File: config.mk
export PLATFORM = sky130hd
export DESIGN_NAME = shift_rot_unit
export DESIGN_NICKNAME = d
export VERILOG_FILES = /design/src/rtl/shift_rot_pkg.sv /design/src/rtl/shift_rot_decode.sv /design/src/rtl/shift_rot_fill.sv /design/src/rtl/shift_rot_core.sv /design/src/rtl/shift_rot_unit.sv
export SDC_FILE = /design/constraint.sdc
export NUM_CORES = 1
export LEC_CHECK = 0
export ABC_AREA = 1
export BUFFER_PORTS_ARGS = -buffer_cell sky130_fd_sc_hd__buf_2
export CAP_MARGIN = 20
export CORE_AREA = 2 2 39 41
export DETAILED_ROUTE_END_ITERATION = 12
export DIE_AREA = 0 0 41 43
export GPL_ROUTABILITY_DRIVEN = 0
export PLACE_DENSITY_LB_ADDON = 0.3
export SLEW_MARGIN = 15
export SYNTH_ARGS = -nofsm -noshare
export SYNTH_HDL_FRONTEND = slang
export SYNTH_HIERARCHICAL = 1
export SYNTH_SLANG_ARGS = --single-unit
File: constraint.sdc
create_clock -name vclk -period 1.9
set_input_delay 0.095 -clock vclk [all_inputs]
set_output_delay 0.095 -clock vclk [all_outputs]
set_load 0.02 [all_outputs]
File: src/rtl/shift_rot_pkg.sv
package shift_rot_pkg;

  localparam int OP_W = 4;

  // Source of the bit entering the vacated end
  typedef enum logic [1:0] {
    FILL_CARRY  = 2'd0,
    FILL_TOP    = 2'd1,
    FILL_BOTTOM = 2'd2,
    FILL_CONST  = 2'd3
  } fill_src_e;

  typedef struct packed {
    logic      go_right;
    fill_src_e src;
    logic      const_val;
    logic      bad;
  } op_ctrl_t;

endpackage

File: src/rtl/shift_rot_decode.sv
module shift_rot_decode
  import shift_rot_pkg::*;
(
  input  logic [OP_W-1:0] op_code,
  output op_ctrl_t        ctrl
);

  // The fill selection in the low bits does not depend on direction:
  // 010 always copies the top bit (rotate left / sign extend right),
  // 100 always copies the bottom bit (extend left / rotate right).
  always_comb begin
    ctrl.go_right  = op_code[OP_W-1];
    ctrl.src       = FILL_CARRY;
    ctrl.const_val = 1'b0;
    ctrl.bad       = 1'b0;
    unique case (op_code[OP_W-2:0])
      3'b000: ctrl.src = FILL_CARRY;
      3'b010: ctrl.src = FILL_TOP;
      3'b100: ctrl.src = FILL_BOTTOM;
      3'b110: begin
        ctrl.src       = FILL_CONST;
        ctrl.const_val = 1'b0;
      end
      3'b111: begin
        ctrl.src       = FILL_CONST;
        ctrl.const_val = 1'b1;
      end
      default: ctrl.bad = 1'b1;
    endcase
  end

endmodule

File: src/rtl/shift_rot_fill.sv
module shift_rot_fill
  import shift_rot_pkg::*;
#(
  parameter int DATA_W = 8
) (
  input  logic [DATA_W-1:0] data_i,
  input  logic              carry_i,
  input  fill_src_e         src,
  input  logic              const_val,
  output logic              fill_o
);

  localparam int MSB = DATA_W - 1;

  always_comb begin
    unique case (src)
      FILL_CARRY:  fill_o = carry_i;
      FILL_TOP:    fill_o = data_i[MSB];
      FILL_BOTTOM: fill_o = data_i[0];
      default:     fill_o = const_val;
    endcase
  end

endmodule

File: src/rtl/shift_rot_core.sv
module shift_rot_core #(
  parameter int DATA_W = 8
) (
  input  logic [DATA_W-1:0] data_i,
  input  logic              go_right,
  input  logic              fill_i,
  output logic [DATA_W-1:0] data_o,
  output logic              out_bit_o
);

  localparam int MSB = DATA_W - 1;

  logic [DATA_W-1:0] left_v;
  logic [DATA_W-1:0] right_v;

  for (genvar i = 0; i < DATA_W; i++) begin : g_lane
    if (i == 0) begin : g_low
      assign left_v[i]  = fill_i;
      assign right_v[i] = data_i[i+1];
    end else if (i == MSB) begin : g_high
      assign left_v[i]  = data_i[i-1];
      assign right_v[i] = fill_i;
    end else begin : g_mid
      assign left_v[i]  = data_i[i-1];
      assign right_v[i] = data_i[i+1];
    end
  end

  assign data_o    = go_right ? right_v : left_v;
  assign out_bit_o = go_right ? data_i[0] : data_i[MSB];

endmodule

File: src/rtl/shift_rot_unit.sv
module shift_rot_unit
  import shift_rot_pkg::*;
#(
  parameter int DATA_W = 8
) (
  input  logic [DATA_W-1:0] data_in,
  input  logic              carry_in,
  input  logic [OP_W-1:0]   op_code,
  output logic [DATA_W-1:0] data_out,
  output logic              carry_out,
  output logic              zero_out,
  output logic              op_bad
);

  op_ctrl_t          ctrl;
  logic              fill_bit;
  logic [DATA_W-1:0] moved;
  logic              moved_out;

  shift_rot_decode u_decode (
    .op_code (op_code),
    .ctrl    (ctrl)
  );

  shift_rot_fill #(.DATA_W(DATA_W)) u_fill (
    .data_i    (data_in),
    .carry_i   (carry_in),
    .src       (ctrl.src),
    .const_val (ctrl.const_val),
    .fill_o    (fill_bit)
  );

  shift_rot_core #(.DATA_W(DATA_W)) u_core (
    .data_i    (data_in),
    .go_right  (ctrl.go_right),
    .fill_i    (fill_bit),
    .data_o    (moved),
    .out_bit_o (moved_out)
  );

  // Undefined codes pass the operand and carry through untouched
  always_comb begin
    op_bad = ctrl.bad;
    if (ctrl.bad) begin
      data_out  = data_in;
      carry_out = carry_in;
      zero_out  = 1'b0;
    end else begin
      data_out  = moved;
      carry_out = moved_out;
      zero_out  = ~|moved;
    end
  end

endmodule

==> results of run 1 <==
-- kinds of logic after synthesis --
family | count (synthesis) | synth area share
simple gates | 50 | 0.524
compound gates | 12 | 0.170
buf+inv | 23 | 0.306
-- through the flow --
| step | cells | util | worst slack (ps) |
|---|---|---|---|
| after CTS | 122 | 0.357 | 620 |
| after global routing | 122 | 0.357 | 418 |
| after global placement | 122 | 0.357 | 627 |
| final | 122 | 0.357 | 633 |
| after floorplan | 85 | - | 646 |
| after detailed placement | 122 | 0.357 | 619 |
-- placed cells by master (no fill, tap or decap) --
cell,instances
nor2_4,1
inv_2,3
a21oi_2,1
a21oi_1,2
buf_2,24
nand3_2,1
clkinv_1,1
o21ai_1,1
nand2_1,41
nor2_2,1
o21ai_0,7
nand3_1,3
nor2_1,3
buf_4,1
inv_1,15
o21ai_2,1
-- power by group through the flow --
stage | clock (W) | combinational (W) | sequential (W)
final | 0 | 0.000144 | 0
after CTS | 0 | 0.000146 | 0
after global placement | 0 | 0.000144 | 0
after detailed placement | 0 | 0.000145 | 0
after global routing | 0 | 0.000163 | 0
after floorplan | 0 | 0.000107 | 0
-- final cells by class --
type / count / area, µm²
multi-input cells: 62 / 275
fillers: 163 / 890
well taps: 16 / 20.0
inverters: 19 / 71.3
repair buffers: 25 / 128
-- critical path: stages --
cell and delay, ps:
buf_2 100, inv_1 50, o21ai_1 180, inv_1 80, nand2_1 60, nand3_1 60, nand2_1 80, nand2_1 50
nand2_1 60, inv_1 40, o21ai_0 130, buf_2 190
-- layer usage --
layer	track usage	vias to the layer above	wire, µm
li1	-	292	-
met4	0	0	0
met2	0.163	18	416
met1	0.146	206	439
met5	0	-	0
met3	0	0	80
-- how the worst max path moves through the flow --
| stage | start | to |
|---|---|---|
| 3_3_place_gp | op_code[1] | data_out[7] |
| 3_5_place_dp | op_code[1] | data_out[7] |
| 6_report | op_code[1] | data_out[7] |
| 2_1_floorplan | op_code[1] | data_out[7] |
| 5_1_grt | op_code[1] | data_out[0] |
| 4_1_cts | op_code[1] | data_out[7] |
==> summary.txt, run 1 <==
Status
  – Outcome: finished, final reports clean

Route
  – Iter 0 DRT Violations: 9
  – Routed length per placed instance: between 7 and 8 µm
  – Vias: about 520
  – Antenna-violating nets left: 0
  – DRC: 0
  – Vias per cell: roughly 4.2
  – Drt total wl: 937 µm
  – DRT Pass-1 Iters: 6

Layout
  – Count of flip-flops and latches: 0
  – Register area: 0 µm²
  – Final #Nets: about 120
  – Layout cells sized above 1: 0.311
  – # clk buffers: 0
  – Area grow syn2layout: 24.6%
  – Ant diodes: 0
  – Final instance area: approximately 490 µm²

Global route
  – Largest net degree at the start of global routing: 19
  – Gr ovfl total: 0
  – Total GRT Usage: 0.0979
  – First-pass GRT wire length: between 1000 and 1500 µm
  – Initial antenna violation count: 0
  – Number of global-route vias before repair: 350

Power and ir drop
  – Switch share: 0.645
  – Switching power: between 0.00009 and 0.0001 W
  – Final Power: about 0.00014 W
  – Combinational share of power: 1.000
  – Internal power: ~0.00005 W
  – Clock Power Share: 0
  – Pwr dens: around 300 nW/µm²
  – Leakage power: between 0.3 and 0.4 nW
  – Seq pwr share: 0
  – Worst IR Drop VDD: about 0.081 mV

STA
  – Fin. Hold Viols: 0
  – Fin Setup TNS: 0 ps
  – Tightest Pin Transition: around 200 ps
  – Fin crit share: 0.667
  – RSZ-0062 raised after global routing: no
  – # setup viols final: 0
  – Pins over their slew limit: 0
  – Fin crit period: 1270 ps
  – Slew headroom: 0.866
  – Fmax: about 800 MHz
  – Hold slack: between 500 and 600 ps

Yosys
  – Cells after Synth: 85
  – Syn_area_per_cell: approximately 4.7 µm²
  – Part of the Yosys area used for sequential elements: 0
  – Yosys cell types: 17
  – Synth area leader: nand2_1
  – Post-Synthesis Net Count: 98
  – Cell area after synthesis: ~400 µm²
  – Top-count cell post-synth: nand2_1
  – Yosys top cell area share: 0.388
  – Largest cells by area after synthesis: nand2_1, inv_1, o21ai_0
  – Post-synth top cells: nand2_1, inv_1, o21ai_0
  – Yosys warnings: 6

CTS
  – CTS Hold Buffers Added: 0
  – Resized cells post-CTS: 0
  – Post-CTS setup buffer count: 0

Floorplanning
  – Chip height: between 40 and 50 µm
  – Die area: 1760 µm²
  – Io pins: 24
  – Rows: 14
  – Chip width: between 40 and 50 µm
  – Starting Density: 0.287
  – Core Box Area: between 1000 and 1500 µm²

Worst setup path
  – Worst EP required: 1800 ps
  – CP startpoint kind: primary input
  – Crit end category: primary output
  – Critical path class: in2out
  – Crit path arrival time: 1170 ps
  – Max FO, Critical Path: 3

Worst hold path
  – Hold path startpoint: op_code[1]
  – Worst min path class: in2out
  – Hold Path Stages: 3
  – Hold worst-path end: op_bad

Place
  – DPL Wire Length: 760 µm
  – Placed Area: ~500 µm²
  – Port-buffer cells: 24

Flow run
  – MaxCap Viol Count: 0
Power figures use the tool's default switching activity.
==> run 2, diff against run 1 <==
==> constraint.sdc (replaced) <==
create_clock -name vclk -period 1.16
set_input_delay 0.058 -clock vclk [all_inputs]
set_output_delay 0.058 -clock vclk [all_outputs]
set_load 0.02 [all_outputs]
==> summary.txt, run 2 (synthesized netlist as in run 1, its figures left out) <==
Route
  – Iter 0 DRT Violations: 5 (-4)
  – DRC: 0 (unchanged)
  – Vias per cell: 4.32 (+2.1%)
  – Antenna-violating nets left: 0 (unchanged)
  – Vias: 527 (+2.1%)
  – DRT Pass-1 Iters: 4 (-2)
  – Routed length per placed instance: 8.33 µm (+8.4%)
  – Drt total wl: 1020 µm (+8.4%)

STA
  – Slew headroom: 0.860 (-0.00594)
  – Hold slack: 467 ps (-45.0 ps)
  – Fin crit period: approximately 1100 ps
  – Pins over their slew limit: 0 (unchanged)
  – # setup viols final: 0 (unchanged)
  – Fin. Hold Viols: 0 (unchanged)
  – Fmax: 917 MHz
  – Fin crit share: 0.940
  – Tightest Pin Transition: 209 ps (+10.2 ps)
  – RSZ-0062 raised after global routing: yes

Place
  – Placed Instances: 122 (unchanged)
  – Port-buffer cells: 24 (unchanged)
  – DPL Wire Length: 793 µm (+4.4%)

Layout
  – # fillers: 162 (-0.61%)
  – Register area: 0 µm² (unchanged)
  – Non-filler cells, final: 122 (unchanged)
  – Final #Nets: 121 (unchanged)
  – Layout cells sized above 1: 0.396 (+0.0849)
  – Multi-input logic area: 305 µm² (+11%)
  – Most common cell after layout, fill and taps aside: nand2_1
  – Count of flip-flops and latches: 0 (unchanged)
  – Area grow syn2layout: 42.6%
  – Most frequent cells in the layout: nand2_1, buf_2, inv_1
  – # clk buffers: 0 (unchanged)
  – Ant diodes: 0 (unchanged)

Global route
  – Initial antenna violation count: 0 (unchanged)
  – Total GRT Usage: 0.123 (+0.0250)
  – Largest net degree at the start of global routing: 20 (+1)
  – First-pass GRT wire length: 1660 µm (+25%)
  – Gr ovfl total: 0 (unchanged)
  – Number of global-route vias before repair: 425 (+21%)

CTS
  – Post-CTS setup buffer count: 0 (unchanged)

Floorplanning
  – Chip height: 43 µm (unchanged)
  – Die area: 1760 µm² (unchanged)
  – Chip width: 41 µm (unchanged)
  – Core Box Area: 1380 µm² (unchanged)
  – Rows: 14 (unchanged)
  – Io pins: 24 (unchanged)
  – Starting Density: 0.287 (unchanged)

Flow run
  – MaxCap Viol Count: 0 (unchanged)

Worst setup path
  – CP startpoint kind: primary input
  – Critical path class: in2out
  – Worst EP required: 1100 ps (-700 ps)
  – Max FO, Critical Path: 3 (unchanged)
  – Crit path arrival time: 1030 ps (-140 ps)
  – Crit end category: primary output

Power and ir drop
  – Worst IR Drop VDD: 0.203 mV (+150%)
  – Pwr dens: 488 nW/µm² (+68%)
  – Leakage power: 0.349 nW (+5.3%)

Worst hold path
  – Worst min path class: in2out

Status
  – Outcome: finished, final reports clean
==> run 2: cell types whose count changed in the layout (fill, tap and decap cells not counted), moves of 2 or more <==
cell	delta
inv_1	-4
inv_2	+3
o21ai_2	+2
buf_2	-5
buf_6	+3
o21ai_0	-2
==> run 2: per-stage QoR <==
step / TNS [ps] / util / total power (W) / worst slack [ps] / instance area [µm²]
5_1_grt: -95.8 / 0.409 / 0.000310 / -55.5 / 566
3_5_place_dp: -131 / 0.357 / 0.000241 / -60.7 / 494
6_report: 0 / 0.409 / 0.000276 / 69.2 / 566
3_3_place_gp: -82.9 / 0.357 / 0.000239 / -50.3 / 494
2_1_floorplan: 0 / - / 0.000177 / 4.69 / 397
4_1_cts: 0 / 0.363 / 0.000245 / 2.36 / 503
==> run 2: layout make-up <==
type,instances,share of cell area
inverters,19,0.135
well taps,16,0.0354
repair buffers,25,0.290
multi-input cells,62,0.540
==> run 2: critical path: stages <==
cell and delay (ps):
buf_12 90, inv_6 30, o21ai_4 160, inv_2 50, nand2_1 70, nand3_1 60
nand2_1 80, nand2_1 50, nand2_1 70, inv_2 40, o21ai_2 150, buf_6 130
==> run 2: final timing paths <==
kind | start | to | slack (ps) | depth (start not counted)
max | op_code[1] | data_out[0] | 70 | 12
min | data_in[4] | data_out[4] | 470 | 4
==> run 2: power breakdown <==
part           internal [W]  switching (W)
Clock                     0              0
Sequential                0              0
Combinational      0.000108       0.000168
Total              0.000108       0.000168
==> run 2: repair_timing <==
action / 4_1_cts / 5_1_grt
hold buffers: 0 / 0
resized for setup: 3 / 21
pin swaps: 0 / 10
setup endpoints to repair: 3 / 3
==> run 2: metal layers <==
layer  up-vias  wire length (µm)  global-route usage  share of wire
li1        293                 -                   -              -
met1       220               407               0.177           0.40
met2        14               541               0.209           0.53
met3         0                67                   0          0.066
met4         0                 0                   0              0
met5         -                 0                   0              0
